`src/rtl/smb_tmo_pkg.sv`:
```
package smb_tmo_pkg;

    localparam int NUM_CHK = 3;
    localparam int IDX_LOW = 0;
    localparam int IDX_TGT = 1;
    localparam int IDX_CTL = 2;

    typedef logic [NUM_CHK-1:0] chk_vec_t;

    typedef struct packed {
        logic stop;
        logic ack;
        logic start;
    } frame_evt_t;

    typedef struct packed {
        logic ctl_ext;
        logic tgt_ext;
        logic scl_low;
        logic tick;
    } line_state_t;

    // Which counters restart this cycle.
    function automatic chk_vec_t restart_vec(frame_evt_t ev, line_state_t ls);
        chk_vec_t v;
        v[IDX_LOW] = !ls.scl_low;
        v[IDX_TGT] = ev.start | ev.stop;
        v[IDX_CTL] = ev.start | ev.stop | ev.ack;
        return v;
    endfunction

    // Which counters take a step this cycle.
    function automatic chk_vec_t advance_vec(line_state_t ls);
        chk_vec_t v;
        v[IDX_LOW] = ls.tick & ls.scl_low;
        v[IDX_TGT] = ls.tick & ls.scl_low & ls.tgt_ext;
        v[IDX_CTL] = ls.tick & ls.scl_low & ls.ctl_ext;
        return v;
    endfunction

endpackage

```
`src/rtl/smb_tmo_acc.sv`:
```
module smb_tmo_acc #(
    parameter int CNT_W = 16
) (
    input  logic             clk,
    input  logic             rst,
    input  logic             restart,
    input  logic             advance,
    input  logic [CNT_W-1:0] limit,
    output logic             hit,
    output logic [CNT_W-1:0] count
);

    logic [CNT_W-1:0] cnt_q;
    logic [CNT_W:0]   cnt_inc;
    logic             at_max;

    assign at_max  = &cnt_q;
    assign cnt_inc = {1'b0, cnt_q} + {{CNT_W{1'b0}}, 1'b1};

    // A hit is the single step that lands exactly on the limit.
    assign hit = advance && !restart && !at_max &&
                 (limit != '0) && (cnt_inc == {1'b0, limit});

    always_ff @(posedge clk) begin
        if (rst) begin
            cnt_q <= '0;
        end else if (restart) begin
            cnt_q <= '0;
        end else if (advance && !at_max) begin
            cnt_q <= cnt_inc[CNT_W-1:0];
        end
    end

    assign count = cnt_q;

endmodule

```
`src/rtl/smb_tmo_flags.sv`:
```
module smb_tmo_flags
    import smb_tmo_pkg::*;
(
    input  logic     clk,
    input  logic     rst,
    input  chk_vec_t hit,
    input  chk_vec_t clr,
    output chk_vec_t flag,
    output logic     req
);

    chk_vec_t flag_q;
    logic     req_q;

    always_ff @(posedge clk) begin
        if (rst) begin
            flag_q <= '0;
            req_q  <= 1'b0;
        end else begin
            flag_q <= (flag_q & ~clr) | hit;
            req_q  <= |(hit & ~flag_q);
        end
    end

    assign flag = flag_q;
    assign req  = req_q;

endmodule

```
`src/rtl/smb_tmo_mon.sv`:
```
module smb_tmo_mon
    import smb_tmo_pkg::*;
#(
    parameter int CNT_W = 16
) (
    input  logic             clk,
    input  logic             rst,
    input  logic             tick,
    input  logic             scl_in,
    input  logic             start_evt,
    input  logic             stop_evt,
    input  logic             ack_evt,
    input  logic             tgt_ext,
    input  logic             ctl_ext,
    input  logic [CNT_W-1:0] thr_low,
    input  logic [CNT_W-1:0] thr_tgt,
    input  logic [CNT_W-1:0] thr_ctl,
    input  logic [2:0]       tmo_clr,
    output logic [2:0]       tmo_flag,
    output logic             bus_rst_req
);

    frame_evt_t  ev;
    line_state_t ls;
    chk_vec_t    restart_v;
    chk_vec_t    advance_v;
    chk_vec_t    hit_v;
    chk_vec_t    flag_v;
    logic [NUM_CHK-1:0][CNT_W-1:0] limit_v;
    logic [NUM_CHK-1:0][CNT_W-1:0] cnt_all;

    assign ev = '{stop: stop_evt, ack: ack_evt, start: start_evt};
    assign ls = '{ctl_ext: ctl_ext, tgt_ext: tgt_ext,
                  scl_low: !scl_in, tick: tick};

    assign restart_v = restart_vec(ev, ls);
    assign advance_v = advance_vec(ls);

    assign limit_v[IDX_LOW] = thr_low;
    assign limit_v[IDX_TGT] = thr_tgt;
    assign limit_v[IDX_CTL] = thr_ctl;

    for (genvar i = 0; i < NUM_CHK; i++) begin : g_chk
        smb_tmo_acc #(.CNT_W(CNT_W)) u_acc (
            .clk     (clk),
            .rst     (rst),
            .restart (restart_v[i]),
            .advance (advance_v[i]),
            .limit   (limit_v[i]),
            .hit     (hit_v[i]),
            .count   (cnt_all[i])
        );
    end

    smb_tmo_flags u_flags (
        .clk  (clk),
        .rst  (rst),
        .hit  (hit_v),
        .clr  (tmo_clr),
        .flag (flag_v),
        .req  (bus_rst_req)
    );

    assign tmo_flag = flag_v;

endmodule

```
`config.mk`:
```
export PLATFORM = sky130hd
export DESIGN_NAME = smb_tmo_mon
export DESIGN_NICKNAME = d
export VERILOG_FILES = /design/src/rtl/smb_tmo_pkg.sv /design/src/rtl/smb_tmo_acc.sv /design/src/rtl/smb_tmo_flags.sv /design/src/rtl/smb_tmo_mon.sv
export SDC_FILE = /design/constraint.sdc
export NUM_CORES = 1
export LEC_CHECK = 0
export ABC_CLOCK_PERIOD_IN_PS = 2700
export BUFFER_PORTS_ARGS = -buffer_cell sky130_fd_sc_hd__buf_2
export CAP_MARGIN = 5
export CORE_ASPECT_RATIO = 0.5
export CORE_MARGIN = 4
export CORE_UTILIZATION = 30
export DETAILED_ROUTE_END_ITERATION = 8
export GPL_ROUTABILITY_DRIVEN = 0
export PLACE_DENSITY_LB_ADDON = 0.12
export SYNTH_ARGS = -nofsm -noshare
export SYNTH_HDL_FRONTEND = slang
export SYNTH_SLANG_ARGS = --single-unit
```
`constraint.sdc`:
```
create_clock -name clk -period 2.7 [get_ports clk]
set_input_delay 0.54 -clock clk [delete_from_list [all_inputs] [get_ports clk]]
set_output_delay 0.54 -clock clk [all_outputs]
set_load 0.01 [all_outputs]
```
* Yosys cells after proc, flatten, opt, wreduce, memory -nomap -nowiden
Cells that the tools add are included.
** Word-level totals
- Register bits after elaboration :: 52
- Word-level logic and storage cells :: 52
** Operators by class
- $add $sub $neg :: 3
- Eq/ne operators :: 3
- Bitwise logic cells :: 10
- Reduce and logical (&&, ||, !) cells :: 31
** Operators by type and width (count)
- 16-bit by 1-bit adder with 17-bit output, second input constant :: 3
- 17-bit by 16-bit == test with 1-bit output :: 3
- 16-bit AND reduction :: 3
- 16-bit nonzero test :: 3
- 1-bit logical AND :: 15
- 3-bit AND :: 2
- 1-bit zero test :: 6
- 3-bit NOT :: 2
- 2-bit OR reduction :: 3
- 1-bit AND :: 3
- 3-bit bitwise OR :: 1
- 3-bit OR reduction :: 1
- 1-bit bitwise OR :: 2

* Longest topological paths before layout
- Word-level depth :: 9
- Gate-level depth with buffers :: 9
- Mapped depth without buffers :: 8

* By module
A second synthesis with hierarchy kept.
** Unflattened totals
- Cell total of the unflattened synthesis :: 502
- Area total of the unflattened synthesis :: 4065.1 um^2
** By module, submodules not included
- smb_tmo_acc :: instances 3, cells an instance 160, area each 1292.5 um^2, sequential area each 320.3 um^2
- smb_tmo_flags :: instances 1, cells an instance 17, area each 151.4 um^2, sequential area each 80.1 um^2
- smb_tmo_mon :: instances 1, cells an instance 5, area each 36.3 um^2, sequential area each 0.0 um^2

* Least setup slack after synthesis
No wires, ideal clock.
- Path type :: reg-to-reg
- Start point :: register g_chk[0].u_acc.cnt_q[1]
- End point :: register u_flags.flag_q[0] (netlist: u_flags.flag[0])
- Setup time :: 0.070 ns
- Arrival time :: 2.549 ns
- Data required time :: 2.630 ns
- Setup slack :: 0.081 ns
- Cell stages (with the launch flop) :: 10
- Period minus slack after synthesis :: 2.619 ns
- Path through :: dfxtp_1 -> ha_1 -> nand4_4 -> or3_1 -> buf_2 -> or4b_1 -> o211a_1 -> o21a_1 -> or4_1 -> a21oi_1
** On the way
- Cells in the longest elaborated chain, start to end :: 6
- Elaborated cells on any way between the ends :: 8
** RTL lines
- start: declaration :: line smb_tmo_acc.sv:13 : logic [CNT_W-1:0] cnt_q;
- start signal: assignment :: line smb_tmo_acc.sv:30 : cnt_q <= cnt_inc[CNT_W-1:0];
- parallel branches: the longest is 4 deep, another holds 16-bit by 1-bit adder with 17-bit output
- 1-bit logical AND * :: line smb_tmo_acc.sv:22 : (limit != '0) && (cnt_inc == {1'b0, limit});
- 3-bit bitwise OR * :: line smb_tmo_flags.sv:20 : flag_q <= (flag_q & ~clr) | hit;
- end signal: assignment :: line smb_tmo_flags.sv:20
- end: declaration :: line smb_tmo_flags.sv:12 : chk_vec_t flag_q;
Every way passes the cells marked *.
A chain may end at the register's enable or synchronous reset.

* Final worst setup path
- Start point :: register g_chk[0].u_acc.cnt_q[0]
- End point :: register u_flags.flag_q[0] (netlist: u_flags.flag[0])
Same word-level chain as after synthesis.

==> results by group <==
Timing
  • Fin worst setup slack: ~0.077 ns
  • Max frequency: around 0.38 GHz
  • Clock skew: 0.00765 ns
  • Worst hold slack: 0.506 ns
  • Final Critical Period: 2.62 ns
  • Final period util: a little over nine tenths
  • Fin. max-slew vios: 0
  • Relative slew margins: between 60% and 70%
  • Final setup vio count: 0
  • Slew @ Worst Pin: 0.545 ns
  • Final hold violation count: 0
  • RSZ-0062 raised after global routing: yes

Setup path
  • Worst Setup Start Kind: flop
  • Worst-case reg-to-reg path depth: 8
  • Worst EP required: around 2.9 ns
  • Crit Path Class: reg -> reg
  • Worst r2r src: g_chk[0].u_acc.count[0]$_SDFFE_PP0P_
  • CP arrival: 2.85 ns
  • FF-to-FF End: u_flags.flag[0]$_SDFF_PP0_
  • R2R setup slack: about 0.077 ns
  • CP Capture Type: flop
  • CP Max Fanout: 5

Drt
  • Post-detailed-route wirelength per cell: 15.2 µm
  • DRT iter0 DRCs: roughly 240
  • # DRC: 0
  • Final antenna-violating net count: 0
  • Vias per cell: 5.14
  • Routed via count: roughly 4000
  • 1st-pass router iterations: 4
  • Final WL: between 10000 and 15000 µm

Synth
  • Synth top area share: between 20% and 30%
  • Post-synthesis compound-gate area fraction: 12.6%
  • Total of warnings raised by yosys: 0
  • Yosys cell types: 62
  • Number of flops mapped to enable cells by yosys: 0
  • Synth area leaders: dfxtp_1 (26%), xnor2_1 (14%), xor2_1 (7.0%)
  • Yosys reg bits: 52
  • Seq/Total Area, Yosys: about a quarter
  • Main combinational cell family by area after synthesis: simple AND/OR/NAND/NOR gates
  • Synth area leader: dfxtp_1
  • Most common flop cell mapped by yosys: dfxtp_1
  • Adder-Cell Fraction of Synth Area: 0.936%
  • Synth Area in XOR/XNOR: between 20% and 30%
  • Synthesized area: between 4000 and 5000 µm²
  • Syn avg cell area: roughly 7.5 µm²
  • Post-Synth Simple-Gate Area: roughly a third
  • Synth Net Count: between 500 and 600
  • Async SR Flop Fraction: 0%
  • Fraction of synthesized area in multiplexers: between 1.5 and 2%
  • Synth Instances: ~530

Flow run
  • Max Cap Violations: 0

Floorplan
  • Die width: approximately 170 µm
  • I/O pin count: 64
  • Initial Util: 31.1%
  • Core Rows: 29
  • Overall die area: 15400 µm²
  • Die Ht: about 90 µm
  • Core area: between 10000 and 15000 µm²

GRT
  • Largest net degree at the start of global routing: 19
  • Tot GR Track Use: between 10% and 20%
  • Antenna violations before repair: 0
  • Total gr overflow: 0
  • Vias in the first global route: 3881
  • First-pass GRT wire length: 20000 µm

Finish
  • Non-filler cells, final: just under 800
  • Area delta synth->final: 20.6%
  • Final core utilization: roughly 38%
  • Commonest non-fill, non-tap cells in the layout: xnor2_1 (65), nor2_1 (63), buf_2 (63)
  • Most common cell after layout, fill and taps aside: xnor2_1
  • Layout cells sized above 1: approximately a fifth
  • NumNets Final: 670
  • Diodes inserted: 0

Clocking
  • Clock buffer count from CTS: 5
  • Number of sinks on the clock net: between 50 and 60
  • Root Driver: clkbuf_16
  • Hold_buf cts: 0
  • CTS Buffer Depth: 2
  • CTS tree: built
  • Clock Latency Late Sink: 0.29 ns
  • Max H-tree Level: 2
  • Post-CTS Setup Bufs: 0
  • Clock transition at the registers of the reported paths: roughly 0.07 ns
  • Post-cts resize count: 0

Placement
  • Post-place setup slack: 0.0289 ns
  • Final HPWL from detailed placement: 9370 µm
  • Cells after DPL: 770
  • # port buffers: between 60 and 70

Power
  • Power density cells: about 330 nW/µm²
  • Max VDD drop: approximately 0.21 mV
  • Static Leak: about 1.6 nW

Run status
  • Run status: finished clean

Hold path
  • Hold Crit Class: reg -> reg
  • Hold Path Stages: 2
  • Worst hold endpoint: u_flags.flag[2]$_SDFF_PP0_
  • Hold_sp: u_flags.flag[2]$_SDFF_PP0_
flip-flops by register name (all words and copies together) (netlist names):
signal and flops:
u_flags.req 1, u_flags.flag 3, g_chk.u_acc.count 48
logic make-up (layout without fill, tap and decap cells):
logic type	Yosys count	count (layout)
DFF	52	52
xor gates and xnor gates	97	97
muxes	6	6
adders and majority gates	3	3
buffers and inverters	44	118
AOI/OAI and AO/OA	78	78
and+or+nand+nor	254	254
per-stage QoR:
step                area, µm²  total power, mW  setup TNS [ns]
floorplan                4010            0.883               0
global placement         4670            0.985               0
detailed placement       4670            0.984               0
CTS                      4820             1.64               0
global route             4840             1.69         -0.0181
finish                   4840             1.61               0
area by class of cell:
cell class,instances,area (µm²)
Multi-Input combinational cell,438,2810
Tap cell,170,213
Inverter,11,41.3
Clock inverter,2,16.3
Fill cell,1377,8040
Sequential cell,52,1040
Timing Repair Buffer,99,586
Clock buffer,6,129
power breakdown:
part | switching [mW] | internal (mW) | total [mW]
Sequential | 0.000501 | 0.767 | 0.768
Combinational | 0.110 | 0.0896 | 0.200
Clock | 0.296 | 0.346 | 0.643
worst max path at each step:
stage | cells past startpoint | from | endpoint | slack (ns)
6_report | 8 | g_chk[0].u_acc.count[0]$_SDFFE_PP0P_ | u_flags.flag[0]$_SDFF_PP0_ | 0.08
5_1_grt | 8 | g_chk[0].u_acc.count[1]$_SDFFE_PP0P_ | u_flags.flag[0]$_SDFF_PP0_ | -0.02
4_1_cts | 7 | g_chk[0].u_acc.count[4]$_SDFFE_PP0P_ | u_flags.flag[0]$_SDFF_PP0_ | 0.003
3_5_place_dp | 7 | g_chk[0].u_acc.count[4]$_SDFFE_PP0P_ | u_flags.flag[0]$_SDFF_PP0_ | 0.03
3_3_place_gp | 7 | g_chk[0].u_acc.count[4]$_SDFFE_PP0P_ | u_flags.flag[0]$_SDFF_PP0_ | 0.12
2_1_floorplan | 9 | g_chk[0].u_acc.count[1]$_SDFFE_PP0P_ | u_flags.flag[0]$_SDFF_PP0_ | 0.08
layer usage:
metal | global-route usage, % | part of all wire, %
met2 | 23.5 | 42
met3 | 3.16 | 5.2
met5 | 0 | 0
met1 | 23.4 | 52
met4 | 1.98 | 0.50
Yosys cell counts, types with 5 or more instances:
cell type and number:
a21oi_1 24, xor2_1 32, nand2_1 46, o21ai_0 18
inv_1 11, xnor2_1 65, and3_1 6, nor3_1 15
or3_1 14, nand4_1 24, nand3_1 21, nor4_1 28
nor2_1 63, o22ai_1 6, nand2b_1 5, clkbuf_1 27
or2_2 8, dfxtp_1 52
critical path: stages (launching register included):
cell and delay [ns]:
dfxtp_1 0.34, ha_2 0.21, nand4_4 0.14, or3_4 0.42, or4b_1 0.47, o211a_1 0.12, o21a_1 0.22, or4_1 0.48
a21oi_1 0.16
Power figures use the tool's default switching activity.
